--- src/rtl/timer16_capture.sv ---
module timer16_capture #(
  parameter int BW = 8,
  parameter int SYNC = 2
) (
  input  logic          clk,
  input  logic          rst_n,
  input  logic          tick,
  input  logic          sel_alt,
  input  logic          cap_is_top,
  input  logic          cap_pin,
  input  logic          cmp_evt,
  input  logic [2:0]    addr,
  input  logic          wr_en,
  input  logic          rd_en,
  input  logic [BW-1:0] wdata,
  output logic [BW-1:0] rdata,
  output logic          match_a,
  output logic          match_b
);
  localparam int DW = 2 * BW;
  localparam logic [DW-1:0] ALL1 = {DW{1'b1}};

  logic [DW-1:0] cnt, cmp_a, cmp_b, cap;
  logic [BW-1:0] hold;
  logic          blk;
  logic [SYNC-1:0] pin_s, alt_s;
  logic          evt_d;

  wire lo_wr   = wr_en && !addr[0];
  wire hi_wr   = wr_en &&  addr[0];
  wire lo_rd   = rd_en && !addr[0];
  wire [DW-1:0] wval = {hold, wdata};
  wire cnt_wr  = lo_wr && addr[2:1] == 2'd0;
  wire evt     = sel_alt ? alt_s[SYNC-1] : pin_s[SYNC-1];
  wire evt_edge = evt && !evt_d;
  wire at_top  = cap_is_top ? (cnt == cap) : (cnt == ALL1);

  logic [DW-1:0] sel_reg;
  always_comb begin
    case (addr[2:1])
      2'd0:    sel_reg = cnt;
      2'd1:    sel_reg = cmp_a;
      2'd2:    sel_reg = cmp_b;
      default: sel_reg = cap;
    endcase
  end

  assign rdata = !rd_en ? '0 : (addr[0] ? hold : sel_reg[BW-1:0]);

  always_ff @(posedge clk) begin
    if (!rst_n) begin
      hold <= '0;
    end else if (hi_wr) begin
      hold <= wdata;
    end else if (lo_rd) begin
      hold <= sel_reg[DW-1:BW];
    end
  end

  always_ff @(posedge clk) begin
    if (!rst_n) begin
      cnt <= '0;
      blk <= 1'b0;
    end else if (cnt_wr) begin
      cnt <= wval;
      blk <= 1'b1;
    end else if (tick) begin
      cnt <= at_top ? '0 : cnt + 1'b1;
      blk <= 1'b0;
    end
  end

  always_ff @(posedge clk) begin
    if (!rst_n) begin
      match_a <= 1'b0;
      match_b <= 1'b0;
    end else begin
      match_a <= tick && !blk && !cnt_wr && cnt == cmp_a;
      match_b <= tick && !blk && !cnt_wr && cnt == cmp_b;
    end
  end

  always_ff @(posedge clk) begin
    if (!rst_n) begin
      cmp_a <= '0;
      cmp_b <= '0;
    end else if (lo_wr) begin
      if (addr[2:1] == 2'd1) cmp_a <= wval;
      if (addr[2:1] == 2'd2) cmp_b <= wval;
    end
  end

  always_ff @(posedge clk) begin
    if (!rst_n) begin
      pin_s <= '0;
      alt_s <= '0;
      evt_d <= 1'b0;
    end else begin
      pin_s <= {pin_s[SYNC-2:0], cap_pin};
      alt_s <= {alt_s[SYNC-2:0], cmp_evt};
      evt_d <= evt;
    end
  end

  always_ff @(posedge clk) begin
    if (!rst_n) begin
      cap <= '0;
    end else if (evt_edge) begin
      cap <= cnt;
    end else if (lo_wr && addr[2:1] == 2'd3) begin
      cap <= wval;
    end
  end
endmodule


--- config.mk ---
export PLATFORM = sky130hd
export DESIGN_NAME = timer16_capture
export DESIGN_NICKNAME = d
export VERILOG_FILES = /design/src/rtl/timer16_capture.sv
export SDC_FILE = /design/constraint.sdc
export NUM_CORES = 1
export LEC_CHECK = 0
export BUFFER_PORTS_ARGS = -buffer_cell sky130_fd_sc_hd__buf_2
export CORE_MARGIN = 2
export CORE_UTILIZATION = 40
export DETAILED_ROUTE_END_ITERATION = 10
export PLACE_DENSITY = 0.65
export SYNTH_ARGS = -nofsm -noshare
export SYNTH_HDL_FRONTEND = slang
export SYNTH_SLANG_ARGS = --single-unit
--- constraint.sdc ---
create_clock -name clk -period 5.35 [get_ports clk]
set_clock_uncertainty 0.05 [all_clocks]
set_input_delay 0.2675 -clock clk [delete_from_list [all_inputs] [get_ports clk]]
set_output_delay 0.2675 -clock clk [all_outputs]
set_load 0.02 [all_outputs]
# --- Yosys cells after proc, flatten, opt, wreduce, memory -nomap -nowiden ---
# Cells that the tools add are included.
totals:
  regBits: 80
  in_bits: 20
  output_inout_bits: 10
classes:
  n_addsub: 1
  eq_ne: 7
  muxes: 14
  n_reduce_logical: 20
op_table:
  columns: ["operator", "n"]
  rows:
  - ["2-to-1 mux 16 bit", 5]
  - ["== test 16 bit", 3]
  - ["one-hot mux 16 bit (3 select lines)", 1]
  - ["2-to-1 mux 8 bit", 4]
  - ["adder 16 x 1 -> 16 bit (second input constant)", 1]
  - ["== test 16 bit (second input constant)", 1]
  - ["logical AND 1 bit", 10]
  - ["nonzero test 2 bit", 3]
  - ["== test 2 bit (second input constant)", 2]
  - ["zero test 1 bit", 4]
  - ["2-to-1 mux 1 bit", 4]
  - ["AND reduction 2 bit", 2]
  - ["== test 2 x 1 -> 1 bit (second input constant)", 1]
  - ["zero test 2 bit", 1]

# --- Logic depth before layout (Yosys ltp) ---
# Gate-level depths: netlist of the first run.
depth:
  depth_word: 6
  depth_mapped: 8
  mapped_depth_nobuf: 6

# --- Worst setup path before layout of the first run ---
# OpenSTA, ideal clock, no wires.
synth_timing:
  path_type: "reg-to-reg"
  start: "register cnt[6]"
  end: "register cnt[7]"
  setup_ns: 0.149
  arrival_time_ns: 1.475
  path_slack_ns: 3.676
  path_stages_with_launch: 9
  period_less_slack_ns: 1.674
  cell_sequence: "dfxtp_1 > buf_4 > nor4bb_1 > a22oi_1 > a32oi_1 > and4_1 > buf_6 > buf_12 > o32ai_4"
synth_between:
  elab_chain_cells: 5
  elab_cells_between_ends: 7
  classes_between: "1 x add/sub; 2 x eq/ne; 4 x mux"
synth_lines:
  columns: ["item", "line_no", "rtl"]
  rows:
  - ["start: declaration", "23", "logic [DW-1:0] cnt, cmp_a, cmp_b, cap;"]
  - ["start signal: assignment", "65", "cnt <= wval;"]
  - ["start signal: assignment", "68", "cnt <= at_top ? '0 : cnt + 1'b1;"]
  - ["branches (longest 2 deep; another with adder 16 x 1 -> 16 bit)", null, null]
  - ["2-to-1 mux 16 bit *", "68", null]
  - ["2-to-1 mux 16 bit *", "67", "end else if (tick) begin"]
  - ["2-to-1 mux 16 bit *", "64", "end else if (cnt_wr) begin"]
# Every way passes the cells marked *. The select of a mux whose other input is x is not followed.
# A chain may end at the register's enable or synchronous reset.

# --- Final worst setup path of the first run ---
layout_timing:
  start: "input addr[0]"
  end: "register cnt[8]"
layout_between:
  elab_chain_cells: 4
  elab_cells_between_ends: 5
  classes_between: "1 x mux; 4 x reduce/logical"
layout_lines:
  columns: ["item", "line_no", "rtl"]
  rows:
  - ["start: declaration", "12", "input logic [2:0] addr,"]
  - ["zero test 1 bit *", "29", "wire lo_wr = wr_en && !addr[0];"]
  - ["logical AND 1 bit *", "29", null]
  - ["logical AND 1 bit *", "33", "wire cnt_wr = lo_wr && addr[2:1] == 2'd0;"]
  - ["2-to-1 mux 16 bit or nonzero test 2 bit (tied branches)", null, null]
# Mark *: on every way between the ends. The rest lies on a longest branch, timed or not.

==> run_results.csv, run 1 <==
group,metric,value,unit
global_routing,gr-total-overflow,0,
power_and_ir_drop,power_leakage,2.01,nW
yosys,synth_top_family_by_area,"simple AND/OR/NAND/NOR gates",
power_and_ir_drop,p_per_area,287,nW/um^2
cells_and_area,fillers,1171,
yosys,synthFlopType,"dfxtp_1",
sta,rsz0062_at_grt,"no",
yosys,synth_compound_area_share,17.2,%
yosys,netlist_instances,548,
yosys,muxShareOfSynthArea,12.6,%
flow_run,max_cap_viol_count,0,
sta,drv_slew,0,
routing,ant_nets,0,
global_routing,grt_pass1_wl,21.2,mm
yosys,synth-async-reset-ratio,0,%
clocking,cts_resized,0,
clocking,holdBufCountCts,0,
sta,setup_viol,0,
yosys,netlist_area,4870,um^2
die,die_w,114,um
yosys,yosysSeqAreaShare,32.9,%
die,rows,40,
power_and_ir_drop,vdd_drop_max,0.187,mV
yosys,syn_area_per_cell,8.88,um^2
routing,drc_errors,0,
clocking,clkTransAtPathRegs,60,ps
setup_path,cp-start-kind,"primary input",
global_routing,antenna_found_initial,0,
sta,timing.setup.tns,0,ps
sta,layout_setup_ws,2870,ps
global_routing,grt_usage,21.1,%
cells_and_area,area_growth,7.59,%
clocking,cts_buffers,9,
placed_design,port_buffers,29,
cells_and_area,nNetsFinal,555,
sta,tightest_slew,1170,ps
die,boundaryPins,30,
hold_path,min_path_type,"primary input to flop",
die,start_util,40.7,%
sta,period_share,46.4,%
yosys,synth_seq_cells,80,
clocking,cts-root-buf,"clkbuf_16",
yosys,synth_edf_count,0,
yosys,syn_nets,569,
yosys,yosysWarnings,0,
setup_path,rr_worst_depth,5,
setup_path,crit_type,"primary input to flop",
die,fp.dieH,114,um
yosys,synthAdderAreaFrac,0.257,%
cells_and_area,num_antenna_cells,0,
cells_and_area,drive_gt1_share,14.3,%
setup_path,path_max_fanout,34,
placed_design,place_hpwl,9.56,mm
clocking,cts_setup_buffers,0,
sta,final.min_clock_period,2480,ps
hold_path,hold_depth,2,
placed_design,pre_cts_slack,2580,ps
yosys,ys_types,44,
routing,via_count,4091,
placed_design,dp_cells,670,
global_routing,grt_pass1_vias,3793,
clocking,cts_max_level,3,
setup_path,cp.arrival,2620,ps
routing,wl_per_cell,19.4,um
clocking,cts_tree,"yes",
sta,hold_viol_final,0,
outcome,status,"complete, no violations",
cells_and_area,final_cells,686,
routing,wirelength,13.3,mm
yosys,synth_xor_area_share,9.72,%
die,die-area,13100,um^2
routing,vias_per_cell,5.96,
clocking,insertion_delay,340,ps
yosys,synthSimpleGateAreaFrac,20.5,%
routing,drtPass1Iterations,5,
global_routing,grt_max_degree,76,
die,coreArea,12000,um^2
clocking,max-clock-path-buffers,2,
setup_path,critPathCaptureType,"flop",
setup_path,cp.required,5480,ps
sta,fmax,403,MHz
sta,worst_slew_margin_rel,21.6,%
placed_design,place.gp.congestion,0.977,
routing,drt_iter0_markers,308,
clocking,clkSinkCount,80,
## metal layers
layer	part of all wire (%)	global-route usage (%)	vias up
met3	5.5	3.60	17
li1	-	-	1928
met1	46	29.8	2016
met2	47	32.7	130
met5	0	0	-
met4	1.7	7.32	0
## cells in the final DEF, fill, tap and decap left out, types with 2 or more instances in the layout
cell type	netlist	final
nand2_1	83	83
dfxtp_1	80	80
a21oi_1	58	58
xor2_1	40	40
nor2_1	31	31
buf_2	17	29
mux2i_1	25	25
nor3b_1	21	21
a211oi_1	16	16
mux4_2	15	15
xnor2_1	14	14
nand3_1	13	13
a32oi_1	12	12
and2_1	10	10
nor2b_1	9	9
o32ai_2	9	9
clkbuf_16	0	9
nor4_1	8	8
o32ai_1	6	6
nor3_1	5	5
nand4_1	5	5
o211ai_1	4	4
nor4bb_1	3	3
a21bo_2	3	3
inv_1	4	3
clkbuf_8	0	3
nand3b_1	2	2
and3b_1	2	2
a31oi_1	2	2
a22oi_1	2	2
clkinvlp_4	0	2
bufinv_16	0	2
## critical path: stages
cell      delay [ps]
buf_2            240
nand2b_1         290
nor3_4           840
or3_1            790
o32ai_2          170
## logic make-up after synthesis
kind of cell / after synthesis
adders and majority gates: 1
and+or+nand+nor: 199
DFF: 80
AOI/OAI and AO/OA: 114
buffers and inverters: 59
xor gates and xnor gates: 54
muxes: 41
## state kept, by name, indices dropped and copies added, names as in the netlist
register	flops
cap	16
cmp_a	16
cmp_b	16
cnt	16
hold	8
alt_s	2
pin_s	2
blk	1
evt_d	1
match_a	1
match_b	1
## worst paths after layout
kind                 start  endpoint  slack [ps]
setup reg to reg    cnt[5]    cnt[5]        2880
hold / removal     cmp_evt  alt_s[0]          90
hold reg to reg   alt_s[0]  alt_s[1]         380
setup / recovery   addr[0]    cnt[8]        2870
## metrics by stage
step                      utilization (%)  cell area, um^2  hold WS (ps)  power [W]
after CTS                            43.8             5240          71.9    0.00151
final                                43.8             5240          88.0    0.00150
after global placement               40.9             4890           365   0.000816
after global routing                 43.8             5240          72.2    0.00156
after detailed placement             40.9             4890           373   0.000821
after floorplan                         -             4870           339   0.000773
## cell type report
| cell class | count | area, um^2 | area share, % |
|---|---|---|---|
| multi-input combinational | 409 | 2940 | 56.2 |
| sequential | 80 | 1600 | 30.6 |
| clock buffer | 12 | 267 | 5.09 |
| tap | 147 | 184 | 3.51 |
| timing repair buffer | 30 | 153 | 2.92 |
| clock inverter | 4 | 75.1 | 1.43 |
| inverter | 4 | 15.0 | 0.287 |
## power by group
part	total [W]	leakage, nW	internal, W	switching [W]
logic	0.000158	1.20	0.0000658	0.0000926
clock network	0.000692	0.161	0.000447	0.000245
registers	0.000652	0.650	0.000616	0.0000359
## synthesized netlist by cell type (all sizes together), types with 2 or more instances
master / count / share of area [%]
nor2b: 9 / 1.2
o211ai: 4 / 0.62
a31oi: 2 / 0.26
a21oi: 58 / 6.0
nor2: 31 / 2.4
xnor2: 14 / 2.5
nand3: 13 / 1.3
dfxtp: 80 / 33
buf: 32 / 4.7
a21bo: 3 / 0.62
mux2i: 25 / 5.1
a211oi: 16 / 2.5
nand3b: 2 / 0.31
nand2: 83 / 6.4
clkbuf: 23 / 1.8
xor2: 40 / 7.2
nor4: 8 / 1.0
inv: 4 / 0.31
nor3b: 21 / 3.2
nand4: 5 / 0.64
mux4: 16 / 7.5
and2: 10 / 1.3
a22oi: 2 / 0.31
o32ai: 16 / 4.7
nor3: 6 / 0.72
a32oi: 12 / 2.2
and3b: 2 / 0.36
nor4bb: 3 / 0.62
Note: power is estimated with default switching activity, not from simulation.
==> inputs of run 2 (changes only) <==
Settings changed: PLACE_DENSITY 0.65 to 0.68.
Clock period 5.35 ns to 2.2 ns, I/O delays scaled along.
==> run 2 against run 1 <==
Against the previous run: first-iteration DRC count down 16%; power rose to 2.6 times the previous value; critical path type is now flop to flop; setup slack worse by 2700 ps; critical endpoint is now cnt[11]; largest cell class unchanged.
==> run_results.csv, run 2 (synthesis gave the netlist of run 1 again) <==
group,metric,value,unit
clocking,cts_setup_buffers,0,
routing,via_count,4285,
clocking,cts_buffers,9,
setup_path,crit_type,"flop to flop",
global_routing,grt_max_degree,75,
cells_and_area,num_antenna_cells,0,
setup_path,critPathCaptureType,"flop",
setup_path,cp_cell_sequence,"nor4bb_1, nand2_1, a32oi_1, and4_1, buf_12, o32ai_2",
power_and_ir_drop,power,0.00396,W
global_routing,grt_pass1_wl,23.1,mm
placed_design,place_hpwl,10.4,mm
die,die_w,114,um
routing,vias_per_cell,5.99,
power_and_ir_drop,vdd_drop_max,0.549,mV
global_routing,grt_usage,23.1,%
clocking,insertion_delay,340,ps
clocking,clkSinkCount,80,
placed_design,pre_cts_slack,213,ps
cells_and_area,nNetsFinal,584,
routing,wl_per_cell,20.4,um
placed_design,port_buffers,29,
sta,timing.setup.tns,0,ps
global_routing,grt_pass1_vias,4138,
die,fp.dieH,114,um
routing,drt_iter0_markers,258,
setup_path,cp-start-kind,"flop",
clocking,cts-root-buf,"clkbuf_16",
sta,setup_viol,0,
sta,layout_setup_ws,150,ps
setup_path,cp.required,2320,ps
sta,worst_slew_margin_rel,41.1,%
setup_path,cp.arrival,2170,ps
sta,drv_slew,0,
die,die-area,13100,um^2
die,start_util,40.7,%
setup_path,path_max_fanout,16,
clocking,cts_max_level,3,
clocking,cts_tree,"yes",
routing,ant_nets,0,
sta,final.min_clock_period,2050,ps
setup_path,cpPeakStageDelay,450,ps
die,coreArea,12000,um^2
routing,drtPass1Iterations,4,
routing,drc_errors,0,
setup_path,rrSetupSlack,150,ps
clocking,clkTransAtPathRegs,60,ps
power_and_ir_drop,p_per_area,715,nW/um^2
outcome,status,"complete, no violations",
die,rows,40,
power_and_ir_drop,power_leakage,2.19,nW
placed_design,place.gp.congestion,0.933,
cells_and_area,mostFrequentLayoutCells,"nand2_1 (83), dfxtp_1 (79), a21oi_1 (58)",
routing,wirelength,14.6,mm
placed_design,dp_cells,695,
sta,rsz0062_at_grt,"no",
cells_and_area,final_cells,715,
cells_and_area,drive_gt1_share,18.0,%
sta,period_share,93.2,%
cells_and_area,area_growth,13.7,%
flow_run,max_cap_viol_count,0,
sta,hold_viol_final,0,
sta,fmax,488,MHz
hold_path,min_path_type,"primary input to flop",
global_routing,antenna_found_initial,0,
cells_and_area,final_common_cell,"nand2_1",
clocking,max-clock-path-buffers,2,
setup_path,worst_path_max_delay_cell,"dfxtp_1",
global_routing,gr-total-overflow,0,
sta,tightest_slew,884,ps
die,boundaryPins,30,
==> run 2: changes by cell type in the layout (fill, tap and decap cells not counted), moves of 2 or more <==
cell,change
buf_12,+2
buf_4,+23
bufinv_16,+3
clkbuf_8,-3
clkinvlp_4,-2
dlygate4sd3_1,+4
==> run 2: path summary, 6_finish.rpt <==
path            start        to  cells past startpoint
max            cnt[8]   cnt[11]                      6
min          wdata[3]  cmp_b[3]                      3
max reg2reg    cnt[8]   cnt[11]                      6
min reg2reg  pin_s[0]  pin_s[1]                      1
==> run 2: area by class of cell <==
class / count / area, um^2
fill: 1129 / 6430
inverter: 4 / 15.0
tap: 147 / 184
clock buffer: 10 / 229
timing repair buffer: 59 / 405
clock inverter: 6 / 155
multi-input combinational: 409 / 2940
sequential: 80 / 1600
==> run 2: timing repair <==
action | CTS | global route
hold buffers | 4 | 0
resized for setup | 0 | 1
setup endpoints to repair | 0 | 2
hold endpoints to repair | 4 | 0
==> run 2: routing by layer <==
metal | up-vias | GRT usage (%) | routed length, um
met1 | 2094 | 30.6 | 6200
met3 | 30 | 5.03 | 1020
li1 | 1994 | - | -
met4 | 0 | 8.37 | 374
met5 | - | 0 | 0
met2 | 167 | 37.3 | 6980
==> run 2: power by group <==
part / switching, W / internal (W) / leakage, nW
Sequential: 0.0000756 / 0.00150 / 0.650
Clock: 0.000602 / 0.00134 / 0.187
Combinational: 0.000256 / 0.000186 / 1.35
Total: 0.000933 / 0.00302 / 2.19
==> run 2: worst max-delay path: cells and delay by family (launching register included) <==
| kind | cells | cell delay, ps |
|---|---|---|
| AND/OR/NAND/NOR | 3 | 770 |
| flip-flops | 1 | 450 |
| buffers and inverters | 1 | 180 |
| AO/OA/AOI/OAI | 2 | 420 |
==> run 2: stage by stage <==
stage	hold slack [ps]	utilization (%)	area [um^2]
after floorplan	182	-	4870
after global placement	268	42.7	5110
after detailed placement	274	42.7	5110
after CTS	0.742	46.2	5530
after global routing	8.29	46.2	5530
final	15.9	46.2	5530
